==> config.mk <==
export PLATFORM = sky130hd
export DESIGN_NAME = alm_cmp_top
export DESIGN_NICKNAME = d
export VERILOG_FILES = /design/src/rtl/alm_pkg.sv /design/src/rtl/alm_store.sv /design/src/rtl/alm_match.sv /design/src/rtl/alm_flags.sv /design/src/rtl/alm_cmp_top.sv
export SDC_FILE = /design/constraint.sdc
export NUM_CORES = 1
export LEC_CHECK = 0
export BUFFER_PORTS_ARGS = -buffer_cell sky130_fd_sc_hd__buf_4
export CAP_MARGIN = 15
export CORE_MARGIN = 2
export CORE_UTILIZATION = 40
export CTS_CLUSTER_DIAMETER = 40
export CTS_CLUSTER_SIZE = 14
export DETAILED_ROUTE_END_ITERATION = 7
export GPL_TIMING_DRIVEN = 0
export PLACE_DENSITY = 0.55
export SYNTH_ARGS = -nofsm -noshare
export SYNTH_HDL_FRONTEND = slang
export SYNTH_SLANG_ARGS = --single-unit
==> constraint.sdc <==
create_clock -name clk -period 1.9 [get_ports clk]
set_clock_uncertainty 0.1 [all_clocks]
set_input_delay 0.095 -clock clk [delete_from_list [all_inputs] [get_ports clk]]
set_output_delay 0.095 -clock clk [all_outputs]
set_load 0.02 [all_outputs]
==> src/rtl/alm_pkg.sv <==
package alm_pkg;
    // Field codes: 0 sec, 1 min, 2 hour, 3 date, 4 month, 5 day of week
    localparam int NF     = 6;
    localparam int IDXW   = 3;
    localparam int EN_BIT = 7;

    typedef logic [NF-1:0][7:0] aset_t;

    // Value bits that take part in a comparison, per field code
    function automatic logic [7:0] fld_mask(int f);
        case (f)
            0, 1:    fld_mask = 8'h7F;
            2, 3:    fld_mask = 8'h3F;
            4:       fld_mask = 8'h1F;
            default: fld_mask = 8'h07;
        endcase
    endfunction
endpackage

==> src/rtl/alm_store.sv <==
module alm_store
    import alm_pkg::*;
#(
    parameter  int NA = 2,
    localparam int SW = (NA > 1) ? $clog2(NA) : 1
) (
    input  logic              clk,
    input  logic              rst,
    input  logic              we,
    input  logic [SW-1:0]     sel,
    input  logic [IDXW-1:0]   idx,
    input  logic [7:0]        wdata,
    output logic [7:0]        rdata,
    output aset_t [NA-1:0]    sets
);
    always_ff @(posedge clk) begin
        if (rst) begin
            sets <= '0;
        end else if (we) begin
            for (int a = 0; a < NA; a++)
                for (int f = 0; f < NF; f++)
                    if (sel == SW'(a) && idx == IDXW'(f))
                        sets[a][f] <= wdata;
        end
    end

    always_comb begin
        rdata = '0;
        for (int a = 0; a < NA; a++)
            for (int f = 0; f < NF; f++)
                if (sel == SW'(a) && idx == IDXW'(f))
                    rdata = sets[a][f];
    end
endmodule

==> src/rtl/alm_match.sv <==
module alm_match
    import alm_pkg::*;
(
    input  logic  tick,
    input  aset_t aset,
    input  aset_t now,
    output logic  hit
);
    logic [NF-1:0] en;
    logic [NF-1:0] eq;

    for (genvar f = 0; f < NF; f++) begin : g_fld
        assign en[f] = aset[f][EN_BIT];
        assign eq[f] = ((aset[f] ^ now[f]) & fld_mask(f)) == 8'h00;
    end

    assign hit = tick && (|en) && (&(eq | ~en));
endmodule

==> src/rtl/alm_flags.sv <==
module alm_flags #(
    parameter  int NA        = 2,
    parameter  int PULSE_CYC = 4,
    localparam int CW        = $clog2(PULSE_CYC + 1)
) (
    input  logic          clk,
    input  logic          rst,
    input  logic [NA-1:0] hit,
    input  logic          rd_start,
    input  logic          rd_end,
    input  logic [NA-1:0] irq_en,
    input  logic          repeat_mode,
    output logic [NA-1:0] flag,
    output logic          irq_n
);
    logic [NA-1:0] snap;
    logic [NA-1:0] clr;
    logic [CW-1:0] cnt;

    assign clr = rd_end ? snap : '0;

    always_ff @(posedge clk) begin
        if (rst) begin
            flag <= '0;
            snap <= '0;
            cnt  <= '0;
        end else begin
            flag <= (flag & ~clr) | hit;
            if (rd_start)
                snap <= flag;
            else if (rd_end)
                snap <= '0;
            if (|(hit & irq_en))
                cnt <= CW'(PULSE_CYC);
            else if (cnt != '0)
                cnt <= cnt - CW'(1);
        end
    end

    assign irq_n = repeat_mode ? (cnt == '0) : ~|(flag & irq_en);

    for (genvar i = 0; i < NA; i++) begin : g_chk

        set_on_tick_chk: assert property (@(posedge clk) disable iff (rst)
            $rose(flag[i]) |-> $past(hit[i]));

        clear_snap_chk: assert property (@(posedge clk) disable iff (rst)
            (rd_end && snap[i] && !hit[i]) |=> !flag[i]);

        keep_late_chk: assert property (@(posedge clk) disable iff (rst)
            (rd_end && !snap[i] && flag[i]) |=> flag[i]);
    end


    pulse_start_chk: assert property (@(posedge clk) disable iff (rst)
        (repeat_mode && |(hit & irq_en)) |=> (!irq_n || !repeat_mode));
endmodule

==> src/rtl/alm_cmp_top.sv <==
module alm_cmp_top
    import alm_pkg::*;
#(
    parameter  int NUM_AL    = 2,
    parameter  int PULSE_CYC = 4,
    localparam int SW        = (NUM_AL > 1) ? $clog2(NUM_AL) : 1
) (
    input  logic              clk,
    input  logic              rst,
    input  logic              tick,
    input  logic [7:0]        cur_sec,
    input  logic [7:0]        cur_min,
    input  logic [7:0]        cur_hour,
    input  logic [7:0]        cur_date,
    input  logic [7:0]        cur_mon,
    input  logic [7:0]        cur_dow,
    input  logic              reg_we,
    input  logic [SW-1:0]     reg_sel,
    input  logic [IDXW-1:0]   reg_idx,
    input  logic [7:0]        reg_wdata,
    output logic [7:0]        reg_rdata,
    input  logic              sr_rd_start,
    input  logic              sr_rd_end,
    input  logic [NUM_AL-1:0] irq_en,
    input  logic              repeat_mode,
    output logic [NUM_AL-1:0] al_flag,
    output logic              irq_n
);
    aset_t              now;
    aset_t [NUM_AL-1:0] sets;
    logic  [NUM_AL-1:0] hit;

    assign now[0] = cur_sec;
    assign now[1] = cur_min;
    assign now[2] = cur_hour;
    assign now[3] = cur_date;
    assign now[4] = cur_mon;
    assign now[5] = cur_dow;

    alm_store #(.NA(NUM_AL)) u_store (
        .clk(clk), .rst(rst), .we(reg_we), .sel(reg_sel), .idx(reg_idx),
        .wdata(reg_wdata), .rdata(reg_rdata), .sets(sets)
    );

    for (genvar a = 0; a < NUM_AL; a++) begin : g_alm
        alm_match u_match (.tick(tick), .aset(sets[a]), .now(now), .hit(hit[a]));
    end

    alm_flags #(.NA(NUM_AL), .PULSE_CYC(PULSE_CYC)) u_flags (
        .clk(clk), .rst(rst), .hit(hit), .rd_start(sr_rd_start), .rd_end(sr_rd_end),
        .irq_en(irq_en), .repeat_mode(repeat_mode), .flag(al_flag), .irq_n(irq_n)
    );


    rd_after_wr_chk: assert property (@(posedge clk) disable iff (rst)
        (reg_we && int'(reg_idx) < NF) |=>
        (!($stable(reg_sel) && $stable(reg_idx)) || reg_rdata == $past(reg_wdata)));
endmodule

==> reports/metrics.yaml, run 1 <==
cp_max_fo: 2
grt_antenna_before_repair: 0
cts-root-buf: "clkbuf_16"
worst_pin_slew_ns: 0.901
grt_use_met3_pct: 3.31
leakagePower_uw: 0.00278
timing.rr.start: "u_store.sets[8]$_SDFFE_PP0P_"
placedCellCount: 945
crit_path_start_kind: "register"
area_growth_pct: 27.1
htreeDepth: 3
synthMuxAreaShare_pct: 14.1
synth_cell_type_count: 58
post-route-util_pct: 52.6
die_w_um: 124
grt.total_usage_pct: 28.2
crit_path_end: "reg_rdata[0]"
timing.hold.ws_ns: 0.0257
worstPathRequired_ns: 1.70
outcome: "finished with violations"
p_int_uw: 3670
drcViolationCount: 0
synth-simple-area-share_pct: 18.5
setup_slack_ns: -0.273
path_cells: "mux2i_2 > mux2i_1 > a22o_1 > a31oi_1 > o21ai_1 > a221o_1 > buf_6"
wl_per_cell_um: 22.5
seq_power_share_pct: 44.1
fin_cells: 988
overflow: 0
nets: 874
p_sw_uw: 1440
slew_headroom_pct: 39.9
clock_latency_ns: 0.36
synth_edf_count: 0
yosys_warnings: 0
synth_top_family_by_area: "simple AND/OR/NAND/NOR gates"
period_needed_ns: 2.17
pin_count: 80
final_max_slew_viol_count: 0
hp-class: "input pin to register"
layout-drive-gt1-share_pct: 23.1
cts_buffers: 9
cap_violations: 0
first_global_vias: 5403
synth-main-ff-cell: "dfxtp_1"
met1_usage_pct: 39.9
rows: 43
gr-usage-met2_pct: 45.2
worstSetupEndpointType: "output pin"
violations: "setup timing"
ys_seq_area_share_pct: 35.6
sw_frac_of_total_pct: 28.2
core_sq_um: 14000
n_antenna_cell: 0
drtIter0Drc: 528
path_clk_slew_ns: 0.07
synth_compound_area_share_pct: 15.9
synthAdderAreaFrac_pct: 0.432
synthXorXnorAreaFrac_pct: 10.4
yosys-top-cells-count: "dfxtp_1 (103), nor2_1 (78), mux2i_1 (74), a21oi_1 (71), nand2_1 (70)"
finalPower_uw: 5120
cts_num_sinks: 103
grt_pass1_wl_um: 33100
tritoncts: "yes"
setup_viol: 13
place_hpwl_um: 16300
hold_viol: 0
synthCells: 703
async_reset_ff_share_pct: 0
syn_avg_cell_area_sq_um: 8.24
yosysMostFrequentCell: "dfxtp_1"
finalWirelength_um: 22300
fmax_mhz: 460
crit_arrival_ns: 1.98
die_h_um: 124
synth.net_count: 774
path_class: "register to output pin"
finalCritPeriodShare_pct: 114
r2r-end: "u_flags.cnt[2]$_SDFFE_PP0P_"
critPathMaxStageDelay_ns: 0.36
combPwrFrac_pct: 18.8
critPathSlowestCell: "dfxtp_4"
initial_core_util_pct: 41.4
top_usage_layer: "met2"
drt_pass1_iterations: 7
netlist.area_leader.share_pct: 35.6
power.density_nw_per_um2: 695
startpoint: "u_store.sets[8]$_SDFFE_PP0P_"
grt_start_max_net_pins: 16
vias_per_cell: 5.76
synth_area_sq_um: 5790
gp_congestion: 0.958
synth_top_cells_by_area: "dfxtp_1 (36%), mux2i_1 (13%), xnor2_1 (6.8%)"
rrSetupSlack_ns: -0.14
cts.path.max_buffers: 2
via_count: 5689
ant_nets: 0
port_buffers: 62
reg2regPathDepth: 9
die_area_sq_um: 15500
vdd_drop_max_mv: 0.388
rsz0062_at_grt: "true"
synth_area_leader_cell: "dfxtp_1"
synth_seq_cells: 103
pwr-share-clk_pct: 37.1
[cells in the final DEF, fill, tap and decap left out, types with 3 or more instances in the layout]
cell,instances
o21ai_0,24
xor2_1,24
nand3_1,40
o22ai_1,8
nor2b_1,6
buf_6,7
a21oi_4,4
mux2_4,5
buf_2,20
inv_1,10
buf_4,74
xnor2_1,41
dfxtp_4,5
nand2_1,69
dfxtp_2,14
clkbuf_16,9
clkbuf_1,25
nand4_1,9
o22ai_2,3
a21oi_1,63
a22oi_1,3
o31ai_1,3
a21oi_2,4
o21ai_1,9
mux2i_1,73
nand2b_1,5
xnor2_2,4
nor2_1,77
nor2_2,3
dlygate4sd3_1,12
dfxtp_1,84
inv_2,3
and3_1,4
[logic make-up after synthesis]
family / Yosys count
adders and majority gates: 2
DFF: 103
muxes: 80
buffers and inverters: 63
xor gates and xnor gates: 69
AOI/OAI and AO/OA: 154
and+or+nand+nor: 232
[worst min-delay path by stage]
stage / end / startpoint / slack, ns / depth (start not counted)
after detailed placement: u_flags.snap[0]$_SDFFE_PP0P_ / sr_rd_start / 0.27 / 3
after global routing: u_flags.flag[1]$_SDFF_PP0_ / tick / 0.05 / 4
after floorplan: u_flags.snap[1]$_SDFFE_PP0P_ / sr_rd_start / 0.14 / 2
after global placement: u_flags.snap[1]$_SDFFE_PP0P_ / sr_rd_start / 0.25 / 3
after CTS: u_flags.flag[1]$_SDFF_PP0_ / tick / 0.03 / 4
final: u_flags.flag[1]$_SDFF_PP0_ / tick / 0.03 / 4
[timing repair]
item | 4_1_cts | 5_1_grt
hold buffers | 12 | 0
buffers inserted | 13 | 2
endpoints found under the hold margin | 21 | 0
gates resized for setup | 65 | 24
endpoints found under the setup margin | 13 | 13
cloned | 0 | 0
pin swaps | 31 | 11
[flip-flops by register name, indices dropped and copies added, names as in the netlist]
| name | count |
|---|---|
| u_store.sets | 96 |
| u_flags.cnt | 3 |
| u_flags.snap | 2 |
| u_flags.flag | 2 |
[layout make-up]
cell class / instances / area (sq um)
inverter: 13 / 48.8
buffer: 50 / 249
timing repair buffer: 89 / 721
multi-input combinational: 537 / 3730
fill: 1388 / 6630
clock inverter: 3 / 42.5
tap: 180 / 225
clock buffer: 13 / 250
sequential: 103 / 2100
[per-stage QoR]
step | cell area (sq um) | setup slack (ns) | setup TNS (ns)
after floorplan | 5790 | 0.202 | 0
after global placement | 6480 | -0.346 | -2.27
after detailed placement | 6480 | -0.379 | -2.34
after CTS | 7250 | -0.269 | -1.63
after global routing | 7360 | -0.322 | -2.46
final | 7360 | -0.273 | -1.65
[per-layer routing]
layer | share of wire (%) | wire length (um)
met1 | 46 | 10300
met2 | 46 | 10200
met3 | 5.8 | 1290
met4 | 2.3 | 505
met5 | 0 | 0
[power groups by stage]
stage                     clock network, uW  logic [uW]  registers, uW
final                                  1900         963           2260
after floorplan                           0         536           2300
after CTS                              1900         934           2260
after global placement                    0         851           2310
after detailed placement                  0         864           2310
after global routing                   1980        1040           2260
[critical path: cells and delay by family, from the launching register on]
kind                   cells  cell delay (ns)
buffers and inverters      1             0.15
muxes                      2             0.29
AOI/OAI and AO/OA          4             0.83
DFF                        1             0.36
Power figures use the tool's default switching activity.
==> inputs of run 2 (changes only) <==
- CORE_MARGIN: 2 -> 3
==> run 2 against run 1 <==
  * The flow still finishes with violations (setup timing)
  * Sequential power barely moved
  * Clock power fell by 10%
  * Design area rose by 0.58%
  * First-iteration DRC count rose by 2.1%
  * Flip-flop and latch count did not move
  * Clock-buffer cell count did not move
==> reports/metrics.yaml, run 2 (synthesized netlist as in run 1, its figures left out) <==
n_antenna_cell: 0  # unchanged
tritoncts: "yes"
area_growth_pct: 27.8
cts-root-buf: "clkbuf_16"
grt_pass1_wl_um: 33300  # +0.50%
placedCellCount: 945  # unchanged
hold_viol: 0  # unchanged
rsz0062_at_grt: "true"
via_count: 5635  # -0.95%
cts.path.max_buffers: 2  # unchanged
setup_slack_ns: -0.272  # +0.000397 ns
finalCritPeriodShare_pct: 114  # about the same
drcViolationCount: 0  # unchanged
fmax_mhz: 460  # about the same
grt_start_max_net_pins: 16  # unchanged
ant_nets: 0  # unchanged
final_cell_mix: "nor2_1 (76), buf_4 (74), mux2i_1 (73)"
clock_latency_ns: 0.36  # about the same
pin_count: 80  # unchanged
crit_arrival_ns: 1.98  # about the same
wl_per_cell_um: 22.4  # -0.40%
initial_core_util_pct: 41.3  # -0.16 points
drt_pass1_iterations: 8  # +1
nets: 876  # +0.23%
setup_viol: 8  # -5
cts_num_sinks: 103  # unchanged
top_regs: "u_store.sets (96), u_flags.cnt (3)"
drtIter0Drc: 539  # +2.1%
port_buffers: 62  # unchanged
reg2regPathDepth: 6  # -3
outcome: "finished with violations"
power.density_nw_per_um2: 668  # -3.9%
fin_setup_tns_ns: -1.14  # +0.505 ns
crit_path_start_kind: "register"
cts_buffers: 9  # unchanged
violations: "setup timing"
hp-class: "input pin to register"
rows: 43  # unchanged
core_sq_um: 14000  # +0.38%
grt_antenna_before_repair: 0  # unchanged
htreeDepth: 3  # unchanged
mostFrequentLayoutCell: "nor2_1"
gp_congestion: 0.961  # +0.24%
final_max_slew_viol_count: 0  # unchanged
die_w_um: 126  # +1.6%
grt.total_usage_pct: 27.6  # -0.64 points
period_needed_ns: 2.17  # -0.000397 ns
slew_headroom_pct: 38.1  # -1.8 points
top_register: "u_store.sets"
path_clk_slew_ns: 0.07  # about the same
place_hpwl_um: 16300  # about the same
worstPathRequired_ns: 1.70  # about the same
fin_cells: 990  # +0.20%
cp_max_fo: 3  # +1
leakagePower_uw: 0.00278  # -0.13%
path_class: "register to output pin"
finalWirelength_um: 22200  # -0.20%
vias_per_cell: 5.69  # -1.1%
die_area_sq_um: 16000  # +3.2%
hold_path_depth: 3  # -1
overflow: 0  # unchanged
worstSetupEndpointType: "output pin"
die_h_um: 126  # +1.6%
dpl-instance-area_sq_um: 6480  # unchanged
post-route-util_pct: 52.7  # +0.10 points
layout-drive-gt1-share_pct: 25.8  # +2.7 points
cap_violations: 0  # unchanged
largest_reg_flops: 96  # unchanged
worst_pin_slew_ns: 0.928  # +0.0266 ns
first_global_vias: 5474  # +1.3%
finalPower_uw: 4950  # -3.3%
vdd_drop_max_mv: 0.377  # -2.7%
design_area_sq_um: 7400  # +0.58%
==> run 2: worst max-delay path, cell delays in order, from the launching register on <==
cell and delay [ns]:
dfxtp_4 0.37, mux2i_2 0.18, mux2i_1 0.14, a22o_1 0.24
a31oi_1 0.15, o21ai_1 0.08, a221o_1 0.33, buf_6 0.14
==> run 2: cell type report <==
class                      instances  area (sq um)
multi-input combinational        537          3760
timing repair buffer              91           738
sequential                       103          2120
inverter                          13          48.8
fill                            1381          6640
tap                              180           225
clock inverter                     3          20.0
buffer                            50           253
clock buffer                      13           240
==> run 2: through the flow <==
stage          hold slack, ns  worst slack [ns]
2_1_floorplan           0.136             0.202
3_3_place_gp            0.251            -0.362
3_5_place_dp            0.263            -0.366
4_1_cts                0.0418            -0.271
5_1_grt                0.0557            -0.303
6_report               0.0311            -0.272
==> run 2: repair_timing <==
action	4_1_cts	5_1_grt
endpoints found under the hold margin	21	0
pin swaps	33	20
hold buffers	13	0
setup buffers	11	5
setup endpoints to repair	13	13
resized for setup	64	51
==> run 2: layer usage <==
layer,global-route usage [%],routed length (um),vias to the layer above
met5,0,0,-
met4,11.1,736,0
met3,4.80,1640,41
li1,-,-,2655
met2,42.5,10100,228
met1,38.3,9760,2711
==> run 2: power breakdown <==
| group | internal, uW | total [uW] | switching, uW |
|---|---|---|---|
| Sequential | 2210 | 2260 | 49.8 |
| Combinational | 414 | 977 | 563 |
| Clock | 889 | 1710 | 824 |
| Total | 3510 | 4950 | 1440 |
==> run 2: path summary, 6_finish.rpt <==
| kind | startpoint | end | slack [ns] |
|---|---|---|---|
| setup / recovery | u_store.sets[8]$_SDFFE_PP0P_ | reg_rdata[0] | -0.27 |
| hold / removal | irq_en[0] | u_flags.cnt[2]$_SDFFE_PP0P_ | 0.03 |
| hold reg to reg | u_store.sets[86]$_SDFFE_PP0P_ | u_store.sets[86]$_SDFFE_PP0P_ | 0.36 |
| setup reg to reg | u_store.sets[56]$_SDFFE_PP0P_ | u_flags.flag[1]$_SDFF_PP0_ | 0 |
==> inputs of run 3 (changes only) <==
- CTS_BUF_LIST: unset -> sky130_fd_sc_hd__clkbuf_4
==> run 3 against run 2 <==
  * The flow still finishes with violations (setup timing)
  * Wire length down 0.49%
  * Via count is 0.34% lower
  * Worst hold slack better by 0.051 ns
  * Design area is 1.2% lower
  * First-iteration DRC count decreased by 11%
  * Largest cell class unchanged
  * Largest power group unchanged
==> reports/metrics.yaml, run 3 (synthesized netlist as in run 1, its figures left out) <==
mostFrequentLayoutCell: "nor2_1"
drt_pass1_iterations: 5  # -3
timing.rr.start: "u_store.sets[52]$_SDFFE_PP0P_"
largest_reg_flops: 96  # unchanged
seq_power_share_pct: 52.3  # +6.7 points
die_area_sq_um: 16000  # unchanged
rrSetupSlack_ns: -0.03  # -0.03 ns
period_needed_ns: 2.34  # +0.164 ns
rows: 43  # unchanged
vias_per_cell: 5.65  # -0.74%
rsz0062_at_grt: "true"
wl_per_cell_um: 22.2  # -0.89%
cap_violations: 0  # unchanged
nets: 879  # +0.34%
core_sq_um: 14000  # unchanged
worst_pin_slew_ns: 0.938  # +0.00987 ns
top_register: "u_store.sets"
regArea_sq_um: 2120  # +0.24%
cts-root-buf: "clkbuf_4"
critPathMaxStageDelay_ns: 0.39  # +0.02 ns
final_cell_mix: "nor2_1 (78), buf_4 (74), dfxtp_1 (74)"
tritoncts: "yes"
grt_pass1_wl_um: 33400  # +0.46%
grt_antenna_before_repair: 1  # +1
p_int_uw: 2950  # -16%
finalWirelength_um: 22100  # -0.49%
final_max_slew_viol_count: 0  # unchanged
slew_headroom_pct: 37.5  # -0.66 points
hold_viol: 0  # unchanged
drcViolationCount: 0  # unchanged
path_depth: 7  # unchanged
power.density_nw_per_um2: 589  # -12%
crit_path_end: "reg_rdata[0]"
drtIter0Drc: 480  # -11%
violations: "setup timing"
outcome: "finished with violations"
p_sw_uw: 1360  # -5.1%
area_growth_pct: 26.3
vdd_drop_max_mv: 0.312  # -17%
setup_slack_ns: -0.437  # -0.164 ns
path_delay_family: "compound AO/OA/AOI/OAI gates"
cp_max_fo: 3  # unchanged
gp_congestion: 0.961  # unchanged
nFillCells: 1385  # +0.29%
cp_num_buf_inv: 1  # unchanged
reg2regPathDepth: 5  # -1
setup_viol: 9  # +1
critPathSlowestCell: "dfxtp_4"
via_count: 5616  # -0.34%
pin_count: 80  # unchanged
die_h_um: 126  # unchanged
fin_setup_tns_ns: -2.47  # -1.33 ns
clock_latency_ns: 0.50  # +0.14 ns
cts.path.max_buffers: 2  # unchanged
sw_frac_of_total_pct: 31.6  # +2.6 points
path_clk_slew_ns: 0.16  # +0.09 ns
top_regs: "u_store.sets (96), u_flags.cnt (3)"
r2r-end: "u_flags.flag[1]$_SDFF_PP0_"
place_hpwl_um: 16300  # unchanged
hp-class: "input pin to register"
grt.total_usage_pct: 27.7  # +0.16 points
timing.hold.ws_ns: 0.0824  # +0.0513 ns
multiInputGateArea_sq_um: 3780  # +0.63%
crit_path_start_kind: "register"
fmax_mhz: 428  # -7.0%
combPwrFrac_pct: 22.7  # +3.0 points
worstPathRequired_ns: 1.70  # about the same
crit_arrival_ns: 2.14  # +0.16 ns
initial_core_util_pct: 41.3  # unchanged
die_w_um: 126  # unchanged
cts_num_sinks: 103  # unchanged
ant_nets: 0  # unchanged
cts_buffers: 9  # unchanged
startpoint: "u_store.sets[8]$_SDFFE_PP0P_"
worstSetupEndpointType: "output pin"
port_buffers: 62  # unchanged
layout-drive-gt1-share_pct: 26.1  # +0.27 points
grt_start_max_net_pins: 16  # unchanged
path_class: "register to output pin"
finalCritPeriodShare_pct: 123  # +8.7 points
first_global_vias: 5521  # +0.86%
pwr-share-clk_pct: 25.0  # -9.6 points
leakagePower_uw: 0.00274  # -1.5%
htreeDepth: 3  # unchanged
overflow: 0  # unchanged
path_cells: "mux2i_2 > mux2i_1 > a22o_1 > a31oi_1 > o21ai_1 > a221o_1 > buf_6"
## run 3: changes by cell type in the layout (fill, tap and decap cells not counted), sizes merged
cell	delta
buf	+2
dlygate4sd3	+2
clkbuf	-1
diode	+1
## run 3: tightest hold or removal path: cells and delay by family
family,cells,cell delay [ns]
buffers and inverters,1,0.14
multiplexers,1,0.13
AND/OR/NAND/NOR,3,0.29
## run 3: final cells by class
type | count | share of cell area [%]
antenna | 1 | 0.0342
buffer | 50 | 3.28
clock buffer | 13 | 1.33
clock inverter | 3 | 0.274
inverter | 13 | 0.667
multi-input combinational | 537 | 51.7
sequential | 103 | 29.0
tap | 180 | 3.08
timing repair buffer | 94 | 10.6
## run 3: timing repair
| item | CTS | global route |
|---|---|---|
| hold endpoints to repair | 23 | 0 |
| resized for setup | 70 | 42 |
| pin swaps | 35 | 13 |
| setup endpoints to repair | 13 | 13 |
| hold buffers | 15 | 0 |
| buffers inserted | 16 | 1 |
## run 3: worst min path at each step
stage	start	end	slack [ns]	cells after the start
after floorplan	sr_rd_start	u_flags.snap[1]$_SDFFE_PP0P_	0.14	2
after global placement	sr_rd_start	u_flags.snap[1]$_SDFFE_PP0P_	0.25	3
after detailed placement	sr_rd_start	u_flags.snap[1]$_SDFFE_PP0P_	0.26	3
after CTS	reg_we	u_store.sets[66]$_SDFFE_PP0P_	0.04	5
after global routing	reg_we	u_store.sets[66]$_SDFFE_PP0P_	0.08	5
final	reg_we	u_store.sets[69]$_SDFFE_PP0P_	0.08	5
## run 3: through the flow
stage               cell area, sq um  instances  total power (uW)  setup WS (ns)  utilization (%)
floorplan                       5790        703              2830          0.202                -
global placement                6480        945              3160         -0.362             46.2
detailed placement              6480        945              3180         -0.366             46.2
CTS                             7120        992              4290         -0.456             50.7
global route                    7310        994              4490         -0.495             52.1
finish                          7310        994              4310         -0.437             52.1
## run 3: power by group through the flow
stage / Sequential, uW / Clock, uW / Combinational (uW)
5_1_grt: 2260 / 1170 / 1050
3_3_place_gp: 2310 / 0 / 850
6_report: 2250 / 1080 / 977
4_1_cts: 2260 / 1100 / 936
2_1_floorplan: 2300 / 0 / 536
3_5_place_dp: 2310 / 0 / 863
## run 3: layer usage
layer	wire [um]	share of wire, %	up-vias	track usage (%)
met5	0	0	-	0
met4	741	3.4	0	9.78
met3	1310	5.9	38	5.85
met2	10100	46	188	42.9
met1	9990	45	2723	38.4
li1	-	-	2667	-
